--- src/rtl/stencil_pkg.sv ---
`timescale 1ns/1ps
package stencil_pkg;
  typedef enum logic [2:0] {
    ST_IDLE,
    ST_LOAD,
    ST_ARM,
    ST_COMP,
    ST_DRAIN,
    ST_WB,
    ST_BAR
  } eng_state_t;
endpackage

--- src/rtl/stencil_avg3.sv ---
`timescale 1ns/1ps
module stencil_avg3 #(
  parameter int DW = 16
) (
  input  logic [DW-1:0] a,
  input  logic [DW-1:0] b,
  input  logic [DW-1:0] c,
  output logic [DW-1:0] q
);
  localparam int SW = DW + 2;
  localparam int SH = SW + 1;
  localparam int PW = SW + SH;
  // reciprocal of three rounded up; exact floor for any sum below 2**SW
  localparam logic [PW-1:0] RECIP = PW'(((64'd1 << SH) + 64'd2) / 64'd3);

  logic [SW-1:0] sum;
  logic [PW-1:0] prod;

  assign sum  = SW'(a) + SW'(b) + SW'(c);
  assign prod = PW'(sum) * RECIP;
  assign q    = prod[SH +: DW];
endmodule

--- src/rtl/stencil_edge_link.sv ---
`timescale 1ns/1ps
module stencil_edge_link #(
  parameter int DW      = 16,
  parameter bit IS_EDGE = 1'b0
) (
  input  logic          clk,
  input  logic          rst_n,
  input  logic          arm,
  input  logic [DW-1:0] edge_val,
  output logic          tx_valid,
  input  logic          tx_ready,
  output logic [DW-1:0] tx_data,
  input  logic          rx_valid,
  output logic          rx_ready,
  input  logic [DW-1:0] rx_data,
  output logic [DW-1:0] halo,
  output logic          have_halo,
  output logic          tx_done
);
  generate
    if (IS_EDGE) begin : g_edge
      logic edge_unused;
      assign edge_unused = ^{clk, rst_n, arm, edge_val, tx_ready, rx_valid, rx_data};
      assign tx_valid  = 1'b0;
      assign tx_data   = '0;
      assign rx_ready  = 1'b0;
      assign halo      = '0;
      assign have_halo = 1'b1;
      assign tx_done   = 1'b1;
    end else begin : g_link
      logic          tx_pend, tx_pend_d;
      logic          rx_pend, rx_pend_d;
      logic [DW-1:0] tx_q, halo_q;

      always_comb begin
        tx_pend_d = tx_pend;
        rx_pend_d = rx_pend;
        if (tx_pend && tx_ready) tx_pend_d = 1'b0;
        if (rx_pend && rx_valid) rx_pend_d = 1'b0;
        if (arm) begin
          tx_pend_d = 1'b1;
          rx_pend_d = 1'b1;
        end
      end

      always_ff @(posedge clk or negedge rst_n) begin
        if (!rst_n) begin
          tx_pend <= 1'b0;
          rx_pend <= 1'b0;
        end else begin
          tx_pend <= tx_pend_d;
          rx_pend <= rx_pend_d;
        end
      end

      always_ff @(posedge clk) begin
        if (arm) tx_q <= edge_val;
        if (rx_pend && rx_valid) halo_q <= rx_data;
      end

      assign tx_valid  = tx_pend;
      assign tx_data   = tx_q;
      assign rx_ready  = rx_pend;
      assign halo      = halo_q;
      assign have_halo = !rx_pend;
      assign tx_done   = !tx_pend;


      tx_hold_chk: assert property (@(posedge clk) disable iff (!rst_n)
        tx_valid && !tx_ready |=> tx_valid && $stable(tx_data));

      rx_once_chk: assert property (@(posedge clk) disable iff (!rst_n)
        rx_valid && rx_ready |=> !rx_ready);
    end
  endgenerate
endmodule

--- src/rtl/stencil_tile_engine.sv ---
`timescale 1ns/1ps
module stencil_tile_engine
  import stencil_pkg::*;
#(
  parameter int DW         = 16,
  parameter int TILE_LEN   = 8,
  parameter int FUSE_DEPTH = 2,
  parameter int RUN_ITERS  = 5,
  parameter bit LEFT_EDGE  = 1'b0,
  parameter bit RIGHT_EDGE = 1'b0
) (
  input  logic                        clk,
  input  logic                        rst_n,
  input  logic                        start,
  output logic                        busy,
  output logic                        done,
  input  logic                        go,
  input  logic                        ld_valid,
  input  logic [DW-1:0]               ld_data,
  output logic                        wb_valid,
  output logic [$clog2(TILE_LEN)-1:0] wb_addr,
  output logic [DW-1:0]               wb_data,
  output logic                        lo_valid,
  input  logic                        lo_ready,
  output logic [DW-1:0]               lo_data,
  input  logic                        li_valid,
  output logic                        li_ready,
  input  logic [DW-1:0]               li_data,
  output logic                        ro_valid,
  input  logic                        ro_ready,
  output logic [DW-1:0]               ro_data,
  input  logic                        ri_valid,
  output logic                        ri_ready,
  input  logic [DW-1:0]               ri_data
);
  localparam int AW  = $clog2(TILE_LEN);
  localparam int ITW = $clog2(RUN_ITERS) + 1;
  localparam int FW  = $clog2(FUSE_DEPTH) + 1;
  localparam logic [AW-1:0] LAST = AW'(TILE_LEN - 1);
  localparam logic [AW-1:0] NIND = AW'(TILE_LEN - 2);

  // reset: asynchronous assertion, synchronous release
  logic [1:0] rst_sync;
  logic       rst_int_n;
  always_ff @(posedge clk or negedge rst_n) begin
    if (!rst_n) rst_sync <= 2'b00;
    else        rst_sync <= {rst_sync[0], 1'b1};
  end
  assign rst_int_n = rst_sync[1];

  eng_state_t       state, state_d;
  logic             sel, sel_d;
  logic [AW-1:0]    cnt, cnt_d;
  logic [ITW-1:0]   iter, iter_d;
  logic [FW-1:0]    fcnt, fcnt_d;
  logic             arm;
  logic [DW-1:0]    mem [2][TILE_LEN];

  logic [AW-1:0]    e_idx, l_idx, r_idx;
  logic [DW-1:0]    old_l, old_c, old_r, avg_q, new_val;
  logic [DW-1:0]    halo_l, halo_r;
  logic             have_l, have_r, sent_l, sent_r;
  logic             el_ready, hold_el, comp_fire, ld_we, wb_due, last_iter;

  // interior elements first, then element 0, then the last element
  always_comb begin
    if (cnt < NIND)       e_idx = cnt + 1'b1;
    else if (cnt == NIND) e_idx = '0;
    else                  e_idx = LAST;
  end
  assign l_idx = (e_idx == '0)  ? e_idx : e_idx - 1'b1;
  assign r_idx = (e_idx == LAST) ? e_idx : e_idx + 1'b1;

  assign old_c = mem[sel][e_idx];
  assign old_l = (e_idx == '0)  ? halo_l : mem[sel][l_idx];
  assign old_r = (e_idx == LAST) ? halo_r : mem[sel][r_idx];

  stencil_avg3 #(.DW(DW)) u_avg (.a(old_l), .b(old_c), .c(old_r), .q(avg_q));

  assign hold_el  = ((e_idx == '0) && LEFT_EDGE) || ((e_idx == LAST) && RIGHT_EDGE);
  assign new_val  = hold_el ? old_c : avg_q;
  assign el_ready = (e_idx == '0) ? have_l : ((e_idx == LAST) ? have_r : 1'b1);
  assign comp_fire = (state == ST_COMP) && el_ready;
  assign ld_we     = (state == ST_LOAD) && ld_valid;
  assign last_iter = (iter == ITW'(RUN_ITERS - 1));
  assign wb_due    = (fcnt == FW'(FUSE_DEPTH - 1)) || last_iter;

  stencil_edge_link #(.DW(DW), .IS_EDGE(LEFT_EDGE)) u_left (
    .clk(clk), .rst_n(rst_int_n), .arm(arm), .edge_val(mem[sel][0]),
    .tx_valid(lo_valid), .tx_ready(lo_ready), .tx_data(lo_data),
    .rx_valid(li_valid), .rx_ready(li_ready), .rx_data(li_data),
    .halo(halo_l), .have_halo(have_l), .tx_done(sent_l));

  stencil_edge_link #(.DW(DW), .IS_EDGE(RIGHT_EDGE)) u_right (
    .clk(clk), .rst_n(rst_int_n), .arm(arm), .edge_val(mem[sel][LAST]),
    .tx_valid(ro_valid), .tx_ready(ro_ready), .tx_data(ro_data),
    .rx_valid(ri_valid), .rx_ready(ri_ready), .rx_data(ri_data),
    .halo(halo_r), .have_halo(have_r), .tx_done(sent_r));

  always_comb begin
    state_d = state;
    sel_d   = sel;
    cnt_d   = cnt;
    iter_d  = iter;
    fcnt_d  = fcnt;
    arm     = 1'b0;
    unique case (state)
      ST_IDLE: if (start) begin
        state_d = ST_LOAD;
        cnt_d   = '0;
        iter_d  = '0;
        fcnt_d  = '0;
      end
      ST_LOAD: if (ld_valid) begin
        cnt_d = cnt + 1'b1;
        if (cnt == LAST) begin
          cnt_d   = '0;
          state_d = ST_ARM;
        end
      end
      ST_ARM: begin
        arm     = 1'b1;
        cnt_d   = '0;
        state_d = ST_COMP;
      end
      ST_COMP: if (comp_fire) begin
        cnt_d = cnt + 1'b1;
        if (cnt == LAST) begin
          cnt_d   = '0;
          state_d = ST_DRAIN;
        end
      end
      ST_DRAIN: if (sent_l && sent_r) begin
        sel_d   = ~sel;
        fcnt_d  = wb_due ? '0 : fcnt + 1'b1;
        state_d = wb_due ? ST_WB : ST_BAR;
      end
      ST_WB: begin
        cnt_d = cnt + 1'b1;
        if (cnt == LAST) begin
          cnt_d   = '0;
          state_d = ST_BAR;
        end
      end
      ST_BAR: if (go) begin
        if (last_iter) state_d = ST_IDLE;
        else begin
          iter_d  = iter + 1'b1;
          state_d = ST_ARM;
        end
      end
      default: state_d = ST_IDLE;
    endcase
  end

  always_ff @(posedge clk or negedge rst_int_n) begin
    if (!rst_int_n) begin
      state <= ST_IDLE;
      sel   <= 1'b0;
      cnt   <= '0;
      iter  <= '0;
      fcnt  <= '0;
    end else begin
      state <= state_d;
      sel   <= sel_d;
      cnt   <= cnt_d;
      iter  <= iter_d;
      fcnt  <= fcnt_d;
    end
  end

  always_ff @(posedge clk) begin
    if (ld_we)     mem[sel][cnt]    <= ld_data;
    if (comp_fire) mem[~sel][e_idx] <= new_val;
  end

  assign busy     = (state != ST_IDLE);
  assign done     = (state == ST_BAR);
  assign wb_valid = (state == ST_WB);
  assign wb_addr  = cnt;
  assign wb_data  = mem[sel][cnt];


  wb_burst_chk: assert property (@(posedge clk) disable iff (!rst_int_n)
    wb_valid && (wb_addr != LAST) |=> wb_valid && (wb_addr == $past(wb_addr) + 1'b1));

  bar_hold_chk: assert property (@(posedge clk) disable iff (!rst_int_n)
    done && !go |=> done);

  bar_quiet_chk: assert property (@(posedge clk) disable iff (!rst_int_n)
    done |-> !ro_valid && !lo_valid);

  busy_start_chk: assert property (@(posedge clk) disable iff (!rst_int_n)
    start && !busy |=> busy);
endmodule

--- config.mk ---
export PLATFORM = sky130hd
export DESIGN_NAME = stencil_tile_engine
export DESIGN_NICKNAME = d
export VERILOG_FILES = /design/src/rtl/stencil_pkg.sv /design/src/rtl/stencil_avg3.sv /design/src/rtl/stencil_edge_link.sv /design/src/rtl/stencil_tile_engine.sv
export SDC_FILE = /design/constraint.sdc
export NUM_CORES = 1
export LEC_CHECK = 0
export BUFFER_PORTS_ARGS = -buffer_cell sky130_fd_sc_hd__buf_2
export CAP_MARGIN = 5
export CORE_ASPECT_RATIO = 0.75
export CORE_MARGIN = 2
export CORE_UTILIZATION = 50
export CTS_CLUSTER_SIZE = 30
export DETAILED_ROUTE_END_ITERATION = 10
export PLACE_DENSITY = 0.67
export SYNTH_ARGS = -nofsm -noshare
export SYNTH_HDL_FRONTEND = slang
export SYNTH_SLANG_ARGS = --single-unit
--- constraint.sdc ---
create_clock -name clk -period 4.8 [get_ports clk]
set_input_delay 0 -clock clk [delete_from_list [all_inputs] [get_ports clk]]
set_output_delay 0 -clock clk [all_outputs]
set_load 0.02 [all_outputs]
**Yosys cells after proc, flatten, opt, wreduce, memory -nomap -nowiden**

Memory sizes are Yosys's and may differ from the RTL's.
Cells that the tools add are included.

- Memories kept: 1
- Memory bits (writable): 256
- Output and inout bits: 58
- Memory bits (read-only): 0
- Logic and storage cells: 149
- Register bits after elaboration: 83
- Latch bits: 0
- Input port bits: 57

Memory list:

| name | depth | bits a word | rd ports | clocked after Yosys merged registers in | wr ports | line | source |
|---|---|---|---|---|---|---|---|
| mem | 2 | 128 | 1 | 0 | 1 | stencil_tile_engine.sv:57 | `logic [DW-1:0] mem [2][TILE_LEN];` |

- Multipliers: 1
- Order comparisons: 7
- Reduce and logical (&&, ||, !) cells: 30
- Shift-type cells: 0
- Mux-type cells: 64
- Add/sub/neg operators: 7
- Bitwise operators: 5
- Div/mod/pow operators: 0
- Equal/unequal tests: 20

Operators with widths:

| kind | count |
|---|---|
| $mux 128 | 4 |
| $bmux 16 s3 | 4 |
| $mux 16 | 12 |
| $reduce_or 128->1 | 1 |
| $demux 16 s3 | 2 |
| $mux 3 | 16 |
| $mul 18x18->35 const B | 1 |
| $pmux 3 s7 | 1 |
| $add 18x16->18 | 1 |
| $eq 3x3->1 const B | 6 |
| $add 16x16->17 | 1 |
| $ge 4x4->1 const B | 4 |
| $not 3->4 | 4 |
| $pmux 3 s5 | 1 |
| $mux 1 | 14 |
| $mux 4 | 3 |
| $reduce_bool 2->1 | 6 |
| $mux 2 | 5 |
| $ne 2x2->1 const B | 5 |
| $logic_and 1x1->1 | 9 |
| $lt 4x1->1 const B | 2 |
| $ne 2x1->1 const B | 4 |
| $pmux 4 s2 | 1 |
| $reduce_and 4->1 | 2 |
| other kinds (19) | 25 |

**Logic depth before layout (Yosys ltp)**

Gate-level depths: netlist of the first run.

- Depth after elaboration: 14
- Depth in mapped cells: 57
- Mapped depth without buffers: 53

**By module**

Synthesis of the first run repeated with hierarchy kept, for this count alone.

- Cells, all modules: 2008
- Area, all modules: 23263.6 sq um

By module, submodules not included:

| module | instances | cells each | area each (sq um) | sequential area each (sq um) |
|---|---|---|---|---|
| stencil_tile_engine | 1 | 1208 | 14403.8 | 8062.7 |
| stencil_avg3 | 1 | 722 | 6772.7 | 0.0 |
| stencil_edge_link | 2 | 39 | 1043.5 | 1011.0 |

**Least setup slack after synthesis of the first run**

No wires, ideal clock.

- Path kind: register to register
- Start: register cnt[0], in the netlist wb_addr[0]
- End: memory mem[0][109] (netlist name), data pin
- Data required time: 4.470 ns
- Clock period less this slack: 12.592 ns
- Path slack: -7.792 ns
- Data arrival time: 12.262 ns
- Library setup time: 0.330 ns
- Stages on the path, launching flop included: 55
- Buffers on the path: 5
- Cells stage by stage: dfrtp_1 > buf_2 > inv_2 > ha_1 > a21oi_4 > clkbuf_1 > ha_1 > clkbuf_1 > nor2_1 > nor2_2 > clkbuf_1 > a21oi_1 > mux4_2 > a21oi_1 > ha_1 > inv_1 > fa_1 > nor2b_1 > (+19 left out) > fa_1 > inv_1 > fa_1 > fa_1 > inv_1 > fa_1 > inv_1 > ha_1 > nand4_1 > nor2_1 > nand4_1 > o211ai_1 > a21oi_2 > o22a_1 > o31ai_2 > nor2_1 > xor2_1 > o21ai_0

- Cells in the longest elaborated chain, start to end: 14
- Elaborated cells between the ends (all ways): 40
- Classes of those cells: add/sub: 5; mul: 1; order compare: 3; eq/ne: 2; mux: 22; bitwise: 3; reduce/logical: 4

RTL lines:

| element | line | source |
|---|---|---|
| start: declaration | stencil_tile_engine.sv:53 | `logic [AW-1:0] cnt, cnt_d;` |
| start signal: assignment | stencil_tile_engine.sv:166 | `cnt <= cnt_d;` |
| parallel branches: the longest is 2 deep, another holds $add 3x1->3 | n/a |  |
| $mux 3 * | stencil_tile_engine.sv:67 | `if (cnt < NIND) e_idx = cnt + 1'b1;` |
| $sub 3x1->3 or $logic_not 3->1 (tied branches) | stencil_tile_engine.sv:71, stencil_tile_engine.sv:75, stencil_tile_engine.sv:82 |  |
| $mux 3 | stencil_tile_engine.sv:71 | `assign l_idx = (e_idx == '0) ? e_idx : e_idx - 1'b1;` |
| $not 3->4 (not written as such) | stencil_tile_engine.sv:75 | `assign old_l = (e_idx == '0) ? halo_l : mem[sel][l_idx];` |
| $bmux 16 s3 | stencil_tile_engine.sv:75 |  |
| $mux 16 (not written as such) (2 in series) | stencil_tile_engine.sv:75 |  |
| $mux 16 | stencil_tile_engine.sv:75 |  |
| $add 16x16->17 | stencil_avg3.sv:19 | `assign sum = SW'(a) + SW'(b) + SW'(c);` |
| $add 18x16->18 | stencil_avg3.sv:19 |  |
| $mul 18x18->35 | stencil_avg3.sv:20 | `assign prod = PW'(sum) * RECIP;` |
| $mux 128 (no line) * | n/a |  |
| end: declaration | stencil_tile_engine.sv:57 |  |

Mark *: on every way between the ends. The select of a mux whose other input is x is not followed.

**Final worst setup path of the first run**

- Start: register cnt[0], in the netlist wb_addr[0]
- End: memory mem[0][13] (netlist name), data pin

Same word-level chain as after synthesis.

==> flow_metrics.env, run 1 <==
export IMPL_fin_nets=3210
export IMPL_synth_edf_count=320
export IMPL_die_x_um=256
export IMPL_worstMarginPinSlew_ns=1.23
export IMPL_cts_tree="yes"
export IMPL_ys_warnings_count=0
export IMPL_via_count=20900
export IMPL_max_slew_margin=0.178
export IMPL_drt_iter0_drc=2856
export IMPL_grt_use_met2=0.528
export IMPL_hpwl_mm=69.8
export IMPL_grt_use_met1=0.552
export IMPL_ant_nets=0
export IMPL_antenna_found_initial=3
export IMPL_dr_pass1_iters=7
export IMPL_r2r_end="mem[0][13]"
export IMPL_avgSynthCellArea_um2=10.9
export IMPL_yosys_most_used_dff="edfxtp_1"
export IMPL_cts_sinks=339
export IMPL_initial_core_util=0.504
export IMPL_max_freq_mhz=90.8
export IMPL_wl_mm=92.6
export IMPL_gr_usage_all_layers=0.372
export IMPL_htree_num_levels=1
export IMPL_die_area_um2=49300
export IMPL_holdPathEnd="mem[1][109]"
export IMPL_fin_skew_ns=0.0124
export IMPL_syn_inst=2174
export IMPL_rows=69
export IMPL_path_max_fanout=11
export IMPL_nFillCells=3599
export IMPL_wl_per_cell_um=26.3
export IMPL_cts_buffers=31
export IMPL_worstSkewPairLatency_ns=0.59
export IMPL_finalSetupTns_ns=-1516.75
export IMPL_ys_types=74
export IMPL_ioPinCount=115
export IMPL_n_antenna_cell=0
export IMPL_end_kind="flip-flop"
export IMPL_setup_viol=256
export IMPL_drv_slew=0
export IMPL_synth_nets=2523
export IMPL_top_usage_layer="met1"
export IMPL_r2r_start="wb_addr[0]"
export IMPL_worst_path_max_delay_cell="fa_1"
export IMPL_rr_worst_depth=55
export IMPL_worstPathArrival_ns=11.35
export IMPL_grt_first_pass_wirelength_mm=134
export IMPL_rsz0062_at_grt="true"
export IMPL_min_period_ns=11.02
export IMPL_viasPerCell=5.93
export IMPL_grt_max_degree=31
export IMPL_core_area_um2=47100
export IMPL_place_ws_ns=-6.67
export IMPL_min_delay_start="ld_data[13]"
export IMPL_synth_cell_area_um2=23800
export IMPL_clkTransAtPathRegs_ns=0.07
export IMPL_violations="setup timing"
export IMPL_die_y_um=193
export IMPL_cp_start_kind="flip-flop"
export IMPL_synth_seq_cells=339
export IMPL_gp_congestion=1.05
export IMPL_syn_to_final_growth_pct=34.1
export IMPL_io_buffers=114
export IMPL_maxCapViolCount=0
export IMPL_synth_seq_area_share=0.425
export IMPL_crit_path_frequent_cell="buf_4"
export IMPL_slowest_delay_ns=0.54
export IMPL_synthArstFlopShare=0.0560
export IMPL_setup_ws_ns=-6.22
export IMPL_clock_path_buffers=3
export IMPL_cts_root_buf="clkbuf_16"
export IMPL_timing_setup_critical_path_class="flip-flop to flip-flop"
export IMPL_finalCritPeriodShare=2.30
export IMPL_required_ns=5.13
export IMPL_met3_usage=0.109
export IMPL_grt_pass1_vias=20100
export IMPL_drive_gt1_frac=0.328
export IMPL_grt_overflow=0
export IMPL_drcViolationCount=0
export IMPL_finalHoldViolCount=0
export IMPL_hp_class="primary input to flip-flop"
export IMPL_r2r_slack_ns=-6.22
export IMPL_status="finished, violations left"
export IMPL_hold_depth=5
-- kinds of logic (layout without fill, tap and decap cells) --
kind of cell    Yosys count  after routing  share of synthesized area
fa+ha+maj               292            292                      0.188
mux                     183            183                     0.0909
flops                   339            339                      0.425
other cells               1              1                   0.000158
simple gates            454            454                     0.0845
compound gates          479            479                      0.128
buf+inv                 358           1070                     0.0582
xor+xnor                 68             68                     0.0257
-- cell usage in the layout, fill, tap and decap left out, types with 9 or more instances in the layout --
| cell type | count |
|---|---|
| a21oi_2 | 11 |
| mux4_2 | 20 |
| nand2_1 | 167 |
| ha_1 | 172 |
| a221oi_1 | 21 |
| clkinv_1 | 11 |
| o21ai_2 | 12 |
| nand3_1 | 35 |
| edfxtp_1 | 320 |
| nand2b_1 | 17 |
| buf_12 | 23 |
| dfrtp_1 | 16 |
| o22ai_1 | 39 |
| buf_6 | 23 |
| a22oi_1 | 9 |
| o211ai_1 | 48 |
| mux2_2 | 58 |
| clkbuf_16 | 34 |
| ha_4 | 11 |
| buf_4 | 525 |
| nor2_1 | 141 |
| buf_2 | 115 |
| o2111ai_1 | 10 |
| xor2_1 | 18 |
| o21ai_1 | 14 |
| fa_1 | 105 |
| inv_1 | 254 |
| dlygate4sd3_1 | 55 |
| o21ai_0 | 108 |
| xnor2_1 | 32 |
| a21o_1 | 12 |
| mux2i_1 | 104 |
| nor3_1 | 16 |
| nand4_1 | 9 |
| a21oi_1 | 101 |
-- state kept, by name (all words and copies together), names as in the netlist --
register          count
mem                 256
u_left.halo          16
u_left.tx_data       16
u_right.halo         16
u_right.tx_data      16
iter                  4
state                 3
wb_addr               3
fcnt                  2
rst_sync              2
sel                   1
u_left.rx_ready       1
u_left.tx_valid       1
u_right.rx_ready      1
u_right.tx_valid      1
-- layout make-up --
cell class / count / area [um^2] / share of cell area
multi-input combinational: 1477 / 13000 / 0.409
sequential: 339 / 10100 / 0.317
timing repair buffer: 746 / 5900 / 0.185
inverter: 266 / 1010 / 0.0316
tap: 639 / 800 / 0.0251
clock buffer: 34 / 787 / 0.0247
clock inverter: 24 / 229 / 0.00719
-- per-stage QoR --
| stage | hold slack (ns) | cells | instance area (um^2) | util |
|---|---|---|---|---|
| after floorplan | -0.296 | 2174 | 24000 | - |
| after global placement | -0.215 | 3371 | 29300 | 0.621 |
| after detailed placement | -0.211 | 3372 | 29300 | 0.621 |
| after CTS | 0.0262 | 3512 | 31500 | 0.669 |
| after global routing | 0.0520 | 3525 | 31900 | 0.676 |
| final | 0.0382 | 3525 | 31900 | 0.676 |
-- cells in the mapped netlist, types with 21 or more instances --
cell type	n	area, um^2
a21oi_1	112	561
o22ai_1	41	257
buf_2	22	110
o211ai_1	48	360
xor2_1	26	228
o21ai_0	124	621
inv_1	260	976
nand2_1	167	627
nand3_1	37	185
fa_1	107	2140
clkbuf_1	61	229
mux2i_1	104	1040
mux2_2	58	653
a221oi_1	21	184
nor2_1	151	567
ha_1	185	2310
xnor2_1	40	350
edfxtp_1	320	9610
-- timing repair --
item                       4_1_cts  5_1_grt
setup endpoints to repair      256      256
cloned                           2        4
hold endpoints to repair       279        0
hold buffers                    55        0
buffers inserted                29       12
pin swaps                       55       33
resized for setup               67       48
-- worst max path at each step --
stage                           from          end  slack, ns  cells past startpoint
after floorplan           wb_addr[0]  mem[0][110]      -6.03                     55
after global placement    wb_addr[1]   mem[0][30]      -6.63                     49
after detailed placement  wb_addr[1]   mem[1][30]      -6.67                     50
after CTS                 wb_addr[1]   mem[0][13]      -6.08                     58
after global routing      wb_addr[1]   mem[0][77]      -6.57                     52
final                     wb_addr[0]   mem[0][13]      -6.22                     55
-- worst max-delay path: cells and delay by family, from the launching register on --
kind	cells	cell delay (ns)
adder cells (fa/ha/maj)	9	3.32
AO/OA/AOI/OAI	20	3.13
buffers and inverters	15	1.88
AND/OR/NAND/NOR	9	1.56
flip-flops	1	0.43
XOR/XNOR	2	0.39
-- layer usage --
layer | vias to the layer above | part of all wire
met2 | 1214 | 0.41
met3 | 219 | 0.12
met1 | 10300 | 0.44
met5 | - | 0.00026
li1 | 9203 | -
met4 | 4 | 0.034
Power of run 1 is not shown: default switching activity piles up to over one toggle a cycle in this logic, so the estimate is an artifact.
==> run 2: changes to the inputs <==
- CORE_MARGIN: 2 -> 5
- SETUP_SLACK_MARGIN: default -> 0.05
==> flow_metrics.env, run 2 (synthesis results as in run 1) <==
export IMPL_wl_mm=91.4
export IMPL_setup_viol=256
export IMPL_largest_reg_flops=256
export IMPL_antenna_found_initial=0
export IMPL_ioPinCount=115
export IMPL_gp_congestion=1.07
export IMPL_cts_buffers=35
export IMPL_fin_cells=3512
export IMPL_drive_gt1_frac=0.329
export IMPL_largest_register="mem"
export IMPL_utilization=0.676
export IMPL_htree_num_levels=2
export IMPL_core_area_um2=47200
export IMPL_end_kind="flip-flop"
export IMPL_cts_sinks=339
export IMPL_ant_nets=0
export IMPL_drv_slew=0
export IMPL_grt_overflow=0
export IMPL_io_buffers=114
export IMPL_gr_usage_all_layers=0.346
export IMPL_wl_per_cell_um=26.0
export IMPL_grt_max_degree=40
export IMPL_dp_cells=3355
export IMPL_n_antenna_cell=0
export IMPL_min_period_ns=10.97
export IMPL_required_ns=5.10
export IMPL_final_common_cell="buf_4"
export IMPL_die_area_um2=52000
export IMPL_max_freq_mhz=91.2
export IMPL_clkTransAtPathRegs_ns=0.06
export IMPL_violations="setup timing"
export IMPL_finalCritPeriodShare=2.29
export IMPL_die_y_um=199
export IMPL_hpwl_mm=68.8
export IMPL_initial_core_util=0.503
export IMPL_final_cell_area_um2=31900
export IMPL_maxCapViolCount=0
export IMPL_mostFrequentLayoutCells="509 x buf_4, 320 x edfxtp_1, 253 x inv_1"
export IMPL_worstMarginPinSlew_ns=1.14
export IMPL_fin_skew_ns=0.0273
export IMPL_path_max_fanout=8
export IMPL_die_x_um=262
export IMPL_cts_root_buf="clkbuf_16"
export IMPL_grt_pass1_vias=20300
export IMPL_slowest_delay_ns=0.49
export IMPL_timing_setup_critical_path_class="flip-flop to flip-flop"
export IMPL_dr_pass1_iters=6
export IMPL_finalHoldViolCount=0
export IMPL_grt_first_pass_wirelength_mm=132
export IMPL_drt_iter0_drc=2961
export IMPL_worstSkewPairLatency_ns=0.55
export IMPL_cts_tree="yes"
export IMPL_fin_nets=3197
export IMPL_worst_path_max_delay_cell="fa_1"
export IMPL_syn_to_final_growth_pct=34.4
export IMPL_status="finished, violations left"
export IMPL_drcViolationCount=0
export IMPL_clock_path_buffers=3
export IMPL_setup_ws_ns=-6.17
export IMPL_worstPathArrival_ns=11.27
export IMPL_via_count=20900
export IMPL_max_slew_margin=0.219
export IMPL_rsz0062_at_grt="true"
export IMPL_cp_start_kind="flip-flop"
export IMPL_viasPerCell=5.95
export IMPL_hp_class="primary input to flip-flop"
export IMPL_nFillCells=3580
export IMPL_dpl_instance_area_um2=29300
export IMPL_rows=69
==> run 2: timing repair <==
action,4_1_cts,5_1_grt
hold buffers,54,1
buffers inserted,28,10
pin swaps,41,38
gates resized for setup,68,45
setup endpoints to repair,256,256
endpoints found under the hold margin,252,16
gates cloned,4,0
==> run 2: layout make-up <==
type,count,area [um^2],area share
Clock buffer,41,898,0.0281
Clock inverter,21,210,0.00658
Inverter,266,1010,0.0315
Multi-Input combinational cell,1478,13100,0.411
Sequential cell,339,10100,0.316
Tap cell,639,800,0.0250
Timing Repair Buffer,728,5800,0.182
==> run 2: routing by layer <==
metal | wire (um) | share of wire | global-route usage | vias up
li1 | - | - | - | 9168
met1 | 38600 | 0.42 | 0.503 | 10200
met2 | 36900 | 0.40 | 0.491 | 1335
met3 | 13000 | 0.14 | 0.134 | 206
met4 | 2970 | 0.032 | 0.0877 | 0
met5 | 0 | 0 | 0 | -
==> run 2: per-stage QoR <==
stage / setup TNS, ns / worst slack (ns) / hold WS, ns
after floorplan: -1474.32 / -6.03 / -0.296
after global placement: -1594.51 / -6.62 / -0.215
after detailed placement: -1646.51 / -6.85 / -0.213
after CTS: -1436.75 / -6.03 / 0.00283
after global routing: -1582.46 / -6.57 / 0.0217
final: -1477.85 / -6.17 / 0.0114
==> run 2: worst paths after layout <==
kind                              from          to  slack [ns]  depth (start not counted)
max                         wb_addr[0]  mem[1][79]       -6.17                         58
min                         ld_data[9]  mem[0][89]        0.01                          4
max reg2reg                 wb_addr[0]  mem[1][79]       -6.17                         58
min reg2reg                rst_sync[1]     iter[0]        0.28                          0
max in group asynchronous  rst_sync[1]         sel        4.01                          0
min in group asynchronous  rst_sync[1]     iter[0]        0.28                          0
==> run 2: worst max-delay path, delay by kind of cell (launching register included) <==
kind / cells / cell delay, ns
compound gates: 19 / 3.34
xor+xnor: 5 / 0.91
fa+ha+maj: 10 / 3.35
buf+inv: 14 / 1.52
flops: 1 / 0.39
mux: 1 / 0.35
simple gates: 9 / 0.90
Power of run 2 is left out for the same reason.
